File: src/rtl/spd_pkg.sv
package spd_pkg;
  localparam int DUTY_W = 9;
  localparam logic [DUTY_W-1:0] DUTY_FULL = 9'd511;
  localparam logic [DUTY_W-1:0] STBY_CODE = 9'd8;

  typedef enum logic [1:0] {MODE_STBY, MODE_RUN, MODE_SLEEP} mode_e;

  function automatic logic [DUTY_W-1:0] floor_code(input logic [1:0] sel);
    case (sel)
      2'd0:    return 9'd0;
      2'd1:    return 9'd26;
      2'd2:    return 9'd51;
      default: return 9'd67;
    endcase
  endfunction
endpackage

File: src/rtl/spd_duty_meas.sv
module spd_duty_meas #(
  parameter int PERIOD_TMO = 16384,
  localparam int CNT_W = $clog2(PERIOD_TMO + 1)
) (
  input  logic                          clk,
  input  logic                          rst,
  input  logic                          clr,
  input  logic                          pin,
  output logic                          div_start,
  output logic [CNT_W-1:0]              div_num,
  output logic [CNT_W-1:0]              div_den,
  output logic                          lvl_vld,
  output logic [spd_pkg::DUTY_W-1:0]    lvl_duty
);
  import spd_pkg::*;

  logic             pin_q;
  logic             armed;
  logic [CNT_W-1:0] per_cnt;
  logic [CNT_W-1:0] hi_cnt;
  logic             rise;

  assign rise = pin & ~pin_q;

  always_ff @(posedge clk) begin
    if (rst || clr) begin
      pin_q     <= clr ? pin : 1'b0;
      armed     <= 1'b0;
      per_cnt   <= CNT_W'(1);
      hi_cnt    <= '0;
      div_start <= 1'b0;
      div_num   <= '0;
      div_den   <= CNT_W'(1);
      lvl_vld   <= 1'b0;
      lvl_duty  <= '0;
    end else begin
      pin_q     <= pin;
      div_start <= 1'b0;
      lvl_vld   <= 1'b0;
      if (rise) begin
        if (armed) begin
          div_start <= 1'b1;
          div_num   <= hi_cnt;
          div_den   <= per_cnt;
        end
        armed   <= 1'b1;
        per_cnt <= CNT_W'(1);
        hi_cnt  <= CNT_W'(1);
      end else if (per_cnt == CNT_W'(PERIOD_TMO)) begin
        lvl_vld  <= 1'b1;
        lvl_duty <= pin ? DUTY_FULL : '0;
        armed    <= 1'b0;
        per_cnt  <= CNT_W'(1);
        hi_cnt   <= pin ? CNT_W'(1) : '0;
      end else begin
        per_cnt <= per_cnt + CNT_W'(1);
        hi_cnt  <= hi_cnt + CNT_W'(pin);
      end
    end
  end
endmodule

File: src/rtl/spd_ratio_div.sv
module spd_ratio_div #(
  parameter int NW = 15,
  parameter int QW = 9,
  localparam int LW = $clog2(QW + 1)
) (
  input  logic          clk,
  input  logic          rst,
  input  logic          clr,
  input  logic          start,
  input  logic [NW-1:0] num,
  input  logic [NW-1:0] den,
  output logic          done,
  output logic [QW-1:0] quo
);
  logic [NW:0]   rem;
  logic [NW-1:0] den_q;
  logic [QW-1:0] q;
  logic [LW-1:0] left;
  logic          busy;
  logic [NW:0]   rem_sh;
  logic          take;

  assign rem_sh = {rem[NW-1:0], 1'b0};
  assign take   = rem_sh >= {1'b0, den_q};

  always_ff @(posedge clk) begin
    if (rst || clr) begin
      rem   <= '0;
      den_q <= '0;
      q     <= '0;
      left  <= '0;
      busy  <= 1'b0;
      done  <= 1'b0;
      quo   <= '0;
    end else begin
      done <= 1'b0;
      if (start) begin
        if (num >= den) begin
          done <= 1'b1;
          quo  <= '1;
          busy <= 1'b0;
        end else begin
          rem   <= {1'b0, num};
          den_q <= den;
          q     <= '0;
          left  <= LW'(QW);
          busy  <= 1'b1;
        end
      end else if (busy) begin
        rem  <= take ? (rem_sh - {1'b0, den_q}) : rem_sh;
        q    <= {q[QW-2:0], take};
        left <= left - LW'(1);
        if (left == LW'(1)) begin
          busy <= 1'b0;
          done <= 1'b1;
          quo  <= {q[QW-2:0], take};
        end
      end
    end
  end
endmodule

File: src/rtl/spd_lag_filter.sv
module spd_lag_filter #(
  parameter int TICK_CYC = 250000,
  parameter int SHIFT    = 6,
  localparam int FRAC = SHIFT + 1,
  localparam int AW   = spd_pkg::DUTY_W + FRAC,
  localparam int TW   = $clog2(TICK_CYC)
) (
  input  logic                       clk,
  input  logic                       rst,
  input  logic                       clr,
  input  logic                       x_vld,
  input  logic [spd_pkg::DUTY_W-1:0] x,
  output logic [spd_pkg::DUTY_W-1:0] y
);
  import spd_pkg::*;

  logic [DUTY_W-1:0]  x_q;
  logic [AW-1:0]      acc;
  logic [TW-1:0]      tcnt;
  logic               tick;
  logic signed [AW+1:0] diff;
  logic signed [AW+1:0] step;
  logic [AW:0]        rnd;

  assign tick = tcnt == TW'(TICK_CYC - 1);
  assign diff = $signed({2'b00, x_q, {FRAC{1'b0}}}) - $signed({2'b00, acc});
  assign step = diff >>> SHIFT;
  assign rnd  = {1'b0, acc} + (AW+1)'(1 << (FRAC - 1));

  always_ff @(posedge clk) begin
    if (rst || clr) begin
      x_q  <= '0;
      acc  <= '0;
      tcnt <= '0;
      y    <= '0;
    end else begin
      if (x_vld) x_q <= x;
      tcnt <= tick ? '0 : tcnt + TW'(1);
      if (tick) acc <= acc + step[AW-1:0];
      y <= rnd[AW] ? DUTY_FULL : rnd[AW-1:FRAC];
    end
  end
endmodule

File: src/rtl/spd_mode_ctl.sv
module spd_mode_ctl #(
  parameter int SLEEP_CYC = 100000,
  parameter bit SLEEP_EN  = 1'b1,
  localparam int LW = $clog2(SLEEP_CYC + 1)
) (
  input  logic                       clk,
  input  logic                       rst,
  input  logic                       pin,
  input  logic [1:0]                 min_sel,
  input  logic [spd_pkg::DUTY_W-1:0] filt,
  output logic                       wake,
  output logic [spd_pkg::DUTY_W-1:0] cmd_o,
  output logic                       standby_o,
  output logic                       sleep_o
);
  import spd_pkg::*;

  mode_e             mode_q;
  mode_e             mode_d;
  logic              sleep_req;
  logic [DUTY_W-1:0] flo;

  generate
    if (SLEEP_EN) begin : g_idle
      logic [LW-1:0] low_cnt;
      always_ff @(posedge clk) begin
        if (rst || pin) low_cnt <= '0;
        else if (low_cnt != LW'(SLEEP_CYC)) low_cnt <= low_cnt + LW'(1);
      end
      assign sleep_req = !pin && (low_cnt >= LW'(SLEEP_CYC - 1));
    end else begin : g_no_idle
      assign sleep_req = 1'b0;
    end
  endgenerate

  assign wake = (mode_q == MODE_SLEEP) && pin;
  assign flo  = floor_code(min_sel);

  always_comb begin
    if (mode_q == MODE_SLEEP)   mode_d = pin ? MODE_STBY : MODE_SLEEP;
    else if (sleep_req)         mode_d = MODE_SLEEP;
    else if (filt < STBY_CODE)  mode_d = MODE_STBY;
    else                        mode_d = MODE_RUN;
  end

  always_ff @(posedge clk) begin
    if (rst) begin
      mode_q    <= MODE_STBY;
      cmd_o     <= '0;
      standby_o <= 1'b1;
      sleep_o   <= 1'b0;
    end else begin
      mode_q    <= mode_d;
      standby_o <= mode_d != MODE_RUN;
      sleep_o   <= mode_d == MODE_SLEEP;
      if (mode_d == MODE_RUN) cmd_o <= (filt < flo) ? flo : filt;
      else                    cmd_o <= '0;
    end
  end
endmodule

File: src/rtl/spd_cmd_proc.sv
module spd_cmd_proc #(
  parameter int PERIOD_TMO = 16384,
  parameter int SLEEP_CYC  = 100000,
  parameter int TICK_CYC   = 250000,
  parameter int SHIFT      = 6,
  parameter bit SLEEP_EN   = 1'b1
) (
  input  logic       clk,
  input  logic       rst,
  input  logic       pwm_in,
  input  logic [1:0] min_sel,
  output logic [8:0] cmd_o,
  output logic       standby_o,
  output logic       sleep_o
);
  import spd_pkg::*;
  localparam int CNT_W = $clog2(PERIOD_TMO + 1);

  logic              wake;
  logic              div_start;
  logic [CNT_W-1:0]  div_num;
  logic [CNT_W-1:0]  div_den;
  logic              lvl_vld;
  logic [DUTY_W-1:0] lvl_duty;
  logic              div_done;
  logic [DUTY_W-1:0] div_quo;
  logic              x_vld;
  logic [DUTY_W-1:0] x_val;
  logic [DUTY_W-1:0] filt;

  spd_duty_meas #(.PERIOD_TMO(PERIOD_TMO)) u_meas (
    .clk(clk), .rst(rst), .clr(wake), .pin(pwm_in),
    .div_start(div_start), .div_num(div_num), .div_den(div_den),
    .lvl_vld(lvl_vld), .lvl_duty(lvl_duty)
  );

  spd_ratio_div #(.NW(CNT_W), .QW(DUTY_W)) u_div (
    .clk(clk), .rst(rst), .clr(wake), .start(div_start),
    .num(div_num), .den(div_den), .done(div_done), .quo(div_quo)
  );

  assign x_vld = div_done | lvl_vld;
  assign x_val = div_done ? div_quo : lvl_duty;

  spd_lag_filter #(.TICK_CYC(TICK_CYC), .SHIFT(SHIFT)) u_filt (
    .clk(clk), .rst(rst), .clr(wake), .x_vld(x_vld), .x(x_val), .y(filt)
  );

  spd_mode_ctl #(.SLEEP_CYC(SLEEP_CYC), .SLEEP_EN(SLEEP_EN)) u_mode (
    .clk(clk), .rst(rst), .pin(pwm_in), .min_sel(min_sel), .filt(filt),
    .wake(wake), .cmd_o(cmd_o), .standby_o(standby_o), .sleep_o(sleep_o)
  );
endmodule

File: config.mk
export PLATFORM = sky130hd
export DESIGN_NAME = spd_cmd_proc
export DESIGN_NICKNAME = d
export VERILOG_FILES = /design/src/rtl/spd_pkg.sv /design/src/rtl/spd_duty_meas.sv /design/src/rtl/spd_ratio_div.sv /design/src/rtl/spd_lag_filter.sv /design/src/rtl/spd_mode_ctl.sv /design/src/rtl/spd_cmd_proc.sv
export SDC_FILE = /design/constraint.sdc
export NUM_CORES = 1
export LEC_CHECK = 0
export BUFFER_PORTS_ARGS = -buffer_cell sky130_fd_sc_hd__buf_4
export CAP_MARGIN = 20
export CELL_PAD_IN_SITES_DETAIL_PLACEMENT = 1
export CELL_PAD_IN_SITES_GLOBAL_PLACEMENT = 1
export CORE_MARGIN = 3
export CORE_UTILIZATION = 49
export DETAILED_ROUTE_END_ITERATION = 10
export PLACE_DENSITY = 0.86
export SKIP_LAST_GASP = 1
export SYNTH_ARGS = -nofsm -noshare
export SYNTH_HDL_FRONTEND = slang
export SYNTH_HIERARCHICAL = 1
export SYNTH_SLANG_ARGS = --single-unit
File: constraint.sdc
create_clock -name clk -period 4.4 [get_ports clk]
set_input_delay 1.1 -clock clk [delete_from_list [all_inputs] [get_ports clk]]
set_output_delay 1.1 -clock clk [all_outputs]
set_load 0.03 [all_outputs]
==> results.py, run 1 <==
metrics = {
    "global_route": {
        "grt_pass1_wl_um": 49400,
        "grt_max_degree": 39,
        "antenna_found_initial": 0,
        "grt_pass1_vias": 9969,
        "grtUsageTotal_pct": 24.5,
        "gr-total-overflow": 0,
    },
    "worst_setup_path": {
        "crit_chain": "inv_1, ha_1, nand2_1, or4_4, a21oi_4, nor3_2, o21bai_2, xor2_1, ha_1, nand3_1, nor2_1, a31oi_1, a211oi_2, o211a_1, o311ai_1, o41ai_1",
        "setup.worst_path.end_class": "flop",
        "crit_top_cell": "ha_1",
        "cp-start-kind": "flop",
        "criticalPathCategory": "flop to flop",
        "crit_path_max_incr_delay_ps": 480,
        "reg2reg_depth": 16,
        "crit_fanout": 6,
        "cp_data_arrival_time_ps": 4400,
        "worstPathRequired_ps": 4720,
        "crit_slowest_cell": "dfxtp_1",
    },
    "cts": {
        "htree_levels": 4,
        "cts_root_buffer": "clkbuf_16",
        "post-cts-setup-buffers": 0,
        "cts_buffers": 17,
        "cts_tree": "done",
        "clk_pin_slew_ps": 80,
        "clockBufferDepth": 2,
        "clock-sinks": 200,
        "insertion_delay_ps": 440,
    },
    "drt": {
        "drc_errors": 0,
        "wirelength_um": 29800,
        "vias": 9543,
        "drt-vias-per-instance": 5.99,
        "drtIter0Drc": 511,
        "wl_per_cell_um": 18.7,
        "drt.antenna.violating_nets": 0,
        "first_pass_iters": 5,
    },
    "yosys": {
        "yosysWarningCount": 6,
        "syn_area_um2": 11000,
        "synthTopCellsByArea": "dfxtp_1 (36%), ha_1 (8.3%), nand2_1 (6.1%)",
        "syn_inst": 1322,
        "synth_top_family_by_area": "simple AND/OR/NAND/NOR gates",
        "synth_nets": 1402,
        "synth_enable_flop_cells": 0,
        "synth_mux_area_share_pct": 2.69,
        "async_reset_ff_share_pct": 0,
        "synth_xor_area_share_pct": 6.63,
        "avgSynthCellArea_um2": 8.30,
        "yosys.area.top_type": "dfxtp_1",
        "ys.flop_type": "dfxtp_1",
        "synth_compound_area_share_pct": 17.6,
        "ys_seq_area_share_pct": 36.5,
        "yosys_register_bits": 200,
        "synth_top_area_share_pct": 36.5,
        "yosysUniqueCellTypes": 89,
        "synth_simple_gate_area_share_pct": 22.0,
        "synth-adder-area-share_pct": 8.69,
    },
    "cells_and_area": {
        "final_cell_mix": "dfxtp_1 (200), nand2_1 (178), nor2_1 (125)",
        "syn2layout_area_growth_pct": 7.77,
        "n_antenna_cell": 0,
        "final_nets": 1381,
        "layout-drive-gt1-share_pct": 9.21,
        "mostFrequentLayoutCell": "dfxtp_1",
    },
    "timing": {
        "layout_setup_ws_ps": 323,
        "fmax_ghz": 0.245,
        "worst_pin_slew_ps": 992,
        "fin_crit_sh_pct": 92.7,
        "clock_skew_ps": 11.5,
        "fin_crit_ps": 4080,
        "hold_viol": 0,
        "slew_headroom_pct": 33.9,
        "rsz0062_at_grt": "false",
        "setup_viol": 0,
        "finalSetupTns_ps": 0,
        "drv_slew": 0,
    },
    "placement": {
        "io_buffers": 15,
        "dpl.hpwl_um": 20600,
        "place_congestion": 0.888,
        "place_ws_ps": 329,
    },
    "power": {
        "peakVddDrop_v": 0.000236,
        "p_per_area_nw_per_um2": 337,
        "leakagePower_nw": 4.48,
    },
    "die": {
        "rows": 54,
        "io_pins": 16,
        "die_w_um": 156,
        "start_util_pct": 50.1,
        "core_area_um2": 21900,
        "dieHeight_um": 156,
        "fp.dieArea_um2": 24200,
    },
    "job": {
        "max_cap_viol_count": 0,
    },
    "min_path": {
        "hold_path_class": "flop to flop",
        "hold_path_depth": 2,
    },
    "run_status": {
        "outcome": "finished, final reports clean",
    },
}
## metal layers
metal | GRT usage (%) | vias to the layer above | part of all wire (%)
met3 | 4.47 | 56 | 3.2
met4 | 7.34 | 0 | 2.4
met2 | 42.9 | 173 | 50
met1 | 30.7 | 4729 | 45
li1 | - | 4585 | -
met5 | 0 | - | 0
## kinds of logic (layout without fill, tap and decap cells)
group	after synthesis	after routing
fa+ha+maj	75	75
simple gates	503	503
buf+inv	146	138
xor+xnor	83	83
flops	200	200
compound gates	290	290
mux	25	25
## stage by stage
step | hold slack [ps] | cell area (um^2) | instances | total power, mW | utilization (%)
2_1_floorplan | 410 | 11000 | 1322 | 2.27 | -
3_3_place_gp | 427 | 11200 | 1561 | 2.37 | 51.1
3_5_place_dp | 441 | 11200 | 1561 | 2.39 | 51.1
4_1_cts | 453 | 11800 | 1593 | 4.01 | 53.8
5_1_grt | 482 | 11800 | 1594 | 4.14 | 54.0
6_report | 448 | 11800 | 1594 | 3.98 | 54.0
## worst max-delay path: cells and delay by family (launching register included)
family          cells  cell delay [ps]
compound gates      7             1570
xor+xnor            1              180
flops               1              480
fa+ha+maj           2              690
buf+inv             1              140
simple gates        5              890
## power by group
group	internal (mW)	switching [mW]	total (mW)	leakage, nW
Sequential	1.83	0.0259	1.86	1.61
Combinational	0.180	0.327	0.507	2.57
Clock	0.818	0.797	1.61	0.297
## cells in the mapped netlist, drive strengths merged, types with 3 or more instances
master / number
nor3: 24
nand2b: 8
o21a: 10
o21bai: 6
o211ai: 10
or4: 9
dfxtp: 200
nor2b: 5
or3: 4
o311ai: 3
a41oi: 3
mux2: 9
inv: 77
or2: 6
o221ai: 4
o31ai: 13
and3: 9
a21oi: 128
xnor2: 40
and2: 8
xor2: 43
clkbuf: 40
ha: 73
o2111ai: 7
mux2i: 16
a31oi: 13
nor2: 126
nor4b: 4
a211oi: 13
a21o: 16
nand3: 60
buf: 29
nor4: 14
o21ai: 26
o221a: 9
a22oi: 5
nand2: 180
and4: 7
a211o: 4
a21boi: 4
nand4: 31
## final cells by class
class | instances | area, um^2
Tap cell | 280 | 350
Fill cell | 2619 | 10100
Sequential cell | 200 | 4000
Clock buffer | 17 | 425
Inverter | 77 | 289
Clock inverter | 15 | 179
Multi-Input combinational cell | 976 | 6340
Timing Repair Buffer | 29 | 238
## registers in the layout, indices dropped and copies added, names as in the netlist, 15 cells and up
name                   flops
u_meas/div_den            15
u_filt/tcnt               18
u_meas/div_num            15
u_mode/g_idle.low_cnt     17
u_meas/per_cnt            15
u_div/den_q               15
u_div/rem                 15
u_meas/hi_cnt             15
u_filt/acc                16
## path summary, 6_finish.rpt
kind / from / endpoint / slack [ps]
max: u_filt/acc[8] / u_filt/acc[15] / 320
min: u_filt/y[2] / u_mode/cmd_o[2] / 450
max reg2reg: u_filt/acc[8] / u_filt/acc[15] / 320
min reg2reg: u_filt/y[2] / u_mode/cmd_o[2] / 450
## timing repair
| action | 4_1_cts | 5_1_grt |
|---|---|---|
| setup endpoints to repair | 0 | 1 |
| gates resized for setup | 0 | 3 |
| hold buffers | 0 | 0 |
(Power assumes the default switching activity.)
==> inputs of run 2 (changes only) <==
--- a/config.mk
+++ b/config.mk
@@ -12,4 +12,5 @@
 export CORE_MARGIN = 3
 export CORE_UTILIZATION = 49
+export CTS_CLUSTER_SIZE = 16
 export DETAILED_ROUTE_END_ITERATION = 10
 export PLACE_DENSITY = 0.86
==> constraint.sdc (replaced) <==
create_clock -name clk -period 4.4 [get_ports clk]
set_input_delay 0.44 -clock clk [delete_from_list [all_inputs] [get_ports clk]]
set_output_delay 0.44 -clock clk [all_outputs]
set_load 0.03 [all_outputs]
==> results.py, run 2 (synthesis results as in run 1) <==
metrics = {
    "global_route": {
        "grt_pass1_vias": 9958,
        "grt_max_degree": 39,
        "gr-total-overflow": 0,
        "grtUsageTotal_pct": 24.1,
        "use_met1_pct": 30.6,
        "grt.busiest_layer": "met2",
        "grt_pass1_wl_um": 49000,
        "grt_use_met2_pct": 42.3,
        "grt_use_met3_pct": 2.88,
        "antenna_found_initial": 0,
    },
    "worst_setup_path": {
        "critical-path-top-delay-family": "compound AO/OA/AOI/OAI gates",
        "r2r_end": "u_filt/acc[15]",
        "r2r_start": "u_filt/acc[8]",
        "crit_chain": "inv_1, ha_1, nand2_1, or4_4, a21oi_4, nor3_2, o21bai_2, xor2_1, ha_1, a21oi_1, o21a_1, nor3b_1, a211oi_1, o211a_1, o311ai_1, o41ai_1",
        "cp-start-kind": "flop",
        "criticalPathCategory": "flop to flop",
        "worstPathRequired_ps": 4710,
        "crit_path_max_incr_delay_ps": 500,
        "reg2reg_depth": 16,
        "setup.worst_path.end_class": "flop",
        "cp_data_arrival_time_ps": 4410,
        "crit_fanout": 6,
        "crit_slowest_cell": "dfxtp_1",
        "r2r_slack_ps": 300,
        "crit_top_cell": "ha_1",
        "critical_path_buf_inv_count": 1,
    },
    "power": {
        "leakagePower_nw": 4.47,
        "swShare_pct": 28.2,
        "pwr-share-seq_pct": 47.1,
        "fin_total_pwr_mw": 3.95,
        "p_per_area_nw_per_um2": 335,
        "p_sw_mw": 1.11,
        "power.internal_mw": 2.84,
        "power.share.clock_pct": 40.4,
        "pwr-share-comb_pct": 12.5,
        "peakVddDrop_v": 0.000264,
    },
    "cts": {
        "clock-sinks": 200,
        "insertion_delay_ps": 440,
        "clk_pin_slew_ps": 80,
        "cts_buffers": 17,
        "cts_root_buffer": "clkbuf_16",
        "clockBufferDepth": 2,
        "cts_tree": "done",
        "post-cts-setup-buffers": 0,
        "post_cts_resize_count": 0,
        "htree_levels": 4,
        "cts-hold-fix-buffers": 0,
    },
    "die": {
        "start_util_pct": 50.1,
        "io_pins": 16,
        "fp.dieArea_um2": 24200,
        "dieHeight_um": 156,
        "die_w_um": 156,
        "core_area_um2": 21900,
        "rows": 54,
    },
    "min_path": {
        "whs_endpoint": "u_meas/pin_q",
        "hold_path_depth": 2,
        "min-delay-start": "rst",
        "hold_path_class": "input pin to flop",
    },
    "drt": {
        "drc_errors": 0,
        "vias": 9539,
        "wl_per_cell_um": 18.3,
        "first_pass_iters": 8,
        "wirelength_um": 29200,
        "drtIter0Drc": 593,
        "drt-vias-per-instance": 5.99,
        "drt.antenna.violating_nets": 0,
    },
    "run_status": {
        "outcome": "finished, final reports clean",
    },
    "timing": {
        "fin_crit_ps": 4100,
        "rsz0062_at_grt": "false",
        "worst_pin_slew_ps": 1040,
        "fin_crit_sh_pct": 93.1,
        "finalSetupTns_ps": 0,
        "layout_setup_ws_ps": 303,
        "fmax_ghz": 0.244,
        "drv_slew": 0,
        "clock_skew_ps": 10.3,
        "setup_viol": 0,
        "hold_viol": 0,
        "slew_headroom_pct": 30.7,
    },
    "cells_and_area": {
        "mostFrequentLayoutCell": "dfxtp_1",
        "final_area_um2": 11800,
        "syn2layout_area_growth_pct": 7.58,
        "final_nets": 1380,
        "final_cell_mix": "dfxtp_1 (200), nand2_1 (178), nor2_1 (124)",
        "fin_cells": 1593,
        "layout-drive-gt1-share_pct": 9.14,
        "top_register": "u_filt/tcnt",
        "n_antenna_cell": 0,
        "largest_reg_flops": 18,
        "reg_top3": "u_filt/tcnt x18, u_mode/g_idle.low_cnt x17, u_filt/acc x16",
    },
    "placement": {
        "place_congestion": 0.886,
        "dp.cells": 1560,
        "io_buffers": 15,
        "dpl.hpwl_um": 20300,
        "place_ws_ps": 432,
        "placed_cell_area_um2": 11200,
    },
    "job": {
        "max_cap_viol_count": 0,
    },
}
## run 2: area by class of cell
type	count	area (um^2)
repair buffers	28	230
inverters	77	289
clock buffers	18	439
fillers	2642	10100
well taps	280	350
clock inverters	14	156
multi-input cells	976	6330
flip-flops and latches	200	4000
## run 2: power by group through the flow
| stage | Sequential, mW | Combinational [mW] | Clock, mW |
|---|---|---|---|
| 3_5_place_dp | 1.90 | 0.479 | 0 |
| 6_report | 1.86 | 0.496 | 1.60 |
| 5_1_grt | 1.86 | 0.551 | 1.71 |
| 2_1_floorplan | 1.89 | 0.378 | 0 |
| 4_1_cts | 1.86 | 0.486 | 1.64 |
| 3_3_place_gp | 1.90 | 0.464 | 0 |
## run 2: how the worst max path moves through the flow
stage                  startpoint  cells after the start  slack [ps]              to
global route        u_filt/acc[8]                     16          70  u_filt/acc[15]
floorplan           u_filt/acc[1]                     14         840  u_filt/acc[15]
global placement    u_filt/acc[8]                     16         590  u_filt/acc[15]
detailed placement  u_filt/acc[8]                     16         430  u_filt/acc[15]
finish              u_filt/acc[8]                     16         300  u_filt/acc[15]
CTS                 u_filt/acc[8]                     16         260  u_filt/acc[15]
## run 2: routing by layer
layer / part of all wire (%) / wire, um / vias to the layer above
met4: 2.1 / 614 / 0
met3: 3.4 / 997 / 46
met1: 44 / 12900 / 4696
met5: 0 / 0 / -
li1: - / - / 4596
met2: 50 / 14700 / 201
## run 2: through the flow
| step | utilization, % | hold WS [ps] |
|---|---|---|
| floorplan | - | 410 |
| global placement | 51.0 | 426 |
| detailed placement | 51.0 | 428 |
| CTS | 53.8 | 256 |
| global route | 53.9 | 271 |
| finish | 53.9 | 271 |
==> inputs of run 3 (changes only) <==
- CORE_MARGIN: 3 -> default
- TNS_END_PERCENT: default -> 10
==> results.py, run 3 (synthesis results as in run 1) <==
metrics = {
    "cells_and_area": {
        "mostFrequentLayoutCell": "dfxtp_1",
        "final_cell_mix": "dfxtp_1 (200), nand2_1 (178), nor2_1 (125)",
        "layout-drive-gt1-share_pct": 8.84,
        "top_register": "u_filt/tcnt",
        "largest_reg_flops": 18,
        "syn2layout_area_growth_pct": 7.93,
        "fin_util_pct": 54.1,
        "reg_top3": "u_filt/tcnt x18, u_mode/g_idle.low_cnt x17, u_filt/acc x16",
        "final_nets": 1379,
        "fin_cells": 1592,
        "n_antenna_cell": 0,
    },
    "power": {
        "leakagePower_nw": 4.49,
        "p_per_area_nw_per_um2": 347,
        "fin_total_pwr_mw": 4.11,
        "peakVddDrop_v": 0.000234,
    },
    "timing": {
        "fin_crit_ps": 4110,
        "hold_viol": 0,
        "rsz0062_at_grt": "false",
        "drv_slew": 0,
        "fin_crit_sh_pct": 93.4,
        "clock_skew_ps": 18.6,
        "slew_headroom_pct": 33.6,
        "finalSetupTns_ps": 0,
        "setup_viol": 0,
        "fmax_ghz": 0.243,
        "worst_pin_slew_ps": 996,
    },
    "die": {
        "die_w_um": 152,
        "fp.dieArea_um2": 23000,
        "rows": 54,
        "start_util_pct": 50.1,
        "dieHeight_um": 152,
        "core_area_um2": 21900,
        "io_pins": 16,
    },
    "worst_setup_path": {
        "worstPathRequired_ps": 4730,
        "setup.worst_path.end_class": "flop",
        "cp_data_arrival_time_ps": 4440,
        "r2r_slack_ps": 290,
        "crit_fanout": 6,
        "cp-start-kind": "flop",
        "criticalPathCategory": "flop to flop",
    },
    "global_route": {
        "grt_max_degree": 39,
        "grt.busiest_layer": "met2",
        "grt_pass1_vias": 10100,
        "grt_use_met2_pct": 49.4,
        "gr-total-overflow": 0,
        "grtUsageTotal_pct": 27.0,
        "use_met1_pct": 31.0,
        "grt_pass1_wl_um": 49100,
        "grt_use_met3_pct": 3.95,
        "antenna_found_initial": 0,
    },
    "drt": {
        "first_pass_iters": 4,
        "drtIter0Drc": 500,
        "drt.antenna.violating_nets": 0,
        "wl_per_cell_um": 18.8,
        "drt-vias-per-instance": 6.01,
        "wirelength_um": 29900,
        "drc_errors": 0,
        "vias": 9564,
    },
    "cts": {
        "clockBufferDepth": 2,
        "post-cts-setup-buffers": 0,
        "insertion_delay_ps": 450,
        "cts_tree": "done",
        "clk_pin_slew_ps": 80,
        "cts_root_buffer": "clkbuf_16",
        "clock-sinks": 200,
        "cts_buffers": 17,
        "htree_levels": 4,
        "cts-hold-fix-buffers": 0,
        "post_cts_resize_count": 0,
    },
    "placement": {
        "io_buffers": 15,
        "place_congestion": 0.849,
        "dpl.hpwl_um": 20400,
        "dp.cells": 1559,
    },
    "job": {
        "max_cap_viol_count": 0,
    },
    "min_path": {
        "hold_path_class": "input pin to flop",
    },
    "run_status": {
        "outcome": "finished, final reports clean",
    },
}
run 3: changes by cell type in the layout (fill, tap and decap cells not counted), sizes merged:
cell / delta
bufinv: +3
buf: -1
inv: -2
clkinv: -1
run 3: worst paths after layout:
path / start / endpoint / cells after the start
max: u_filt/acc[8] / u_filt/acc[15] / 16
min: rst / u_meas/pin_q / 2
max reg2reg: u_filt/acc[8] / u_filt/acc[15] / 16
min reg2reg: u_filt/y[2] / u_mode/cmd_o[2] / 2
run 3: routing by layer:
layer / up-vias / share of wire, %
li1: 4589 / -
met1: 4739 / 43
met2: 166 / 52
met3: 70 / 2.5
met4: 0 / 2.9
met5: - / 0
run 3: per-stage QoR:
stage               worst slack (ps)  hold slack (ps)  area (um^2)
floorplan                        838              410        11000
global placement                 604              431        11200
detailed placement               366              441        11200
CTS                              309              245        11800
global route                    88.4              259        11800
finish                           292              263        11800
run 3: final cells by class:
cell class	instances	area, um^2
Clock buffer	18	439
Clock inverter	14	213
Fill cell	2648	10000
Inverter	77	289
Multi-Input combinational cell	976	6320
Sequential cell	200	4000
Tap cell	280	350
Timing Repair Buffer	27	223
run 3: where the power goes:
part	internal, mW	switching, mW	leakage (nW)
registers	1.83	0.0255	1.61
logic	0.179	0.321	2.56
clock network	0.985	0.761	0.317
run 3: worst max-delay path: stages (launching register included):
cell	delay, ps
dfxtp_1	460
inv_1	140
ha_1	360
a21o_1	210
a21oi_1	290
a21oi_4	110
nor3_1	380
o21bai_2	120
xor2_1	150
ha_1	360
nand3_1	210
nor2_1	60
a31oi_1	330
a211oi_1	160
o211a_1	280
o311ai_1	270
o41ai_1	120
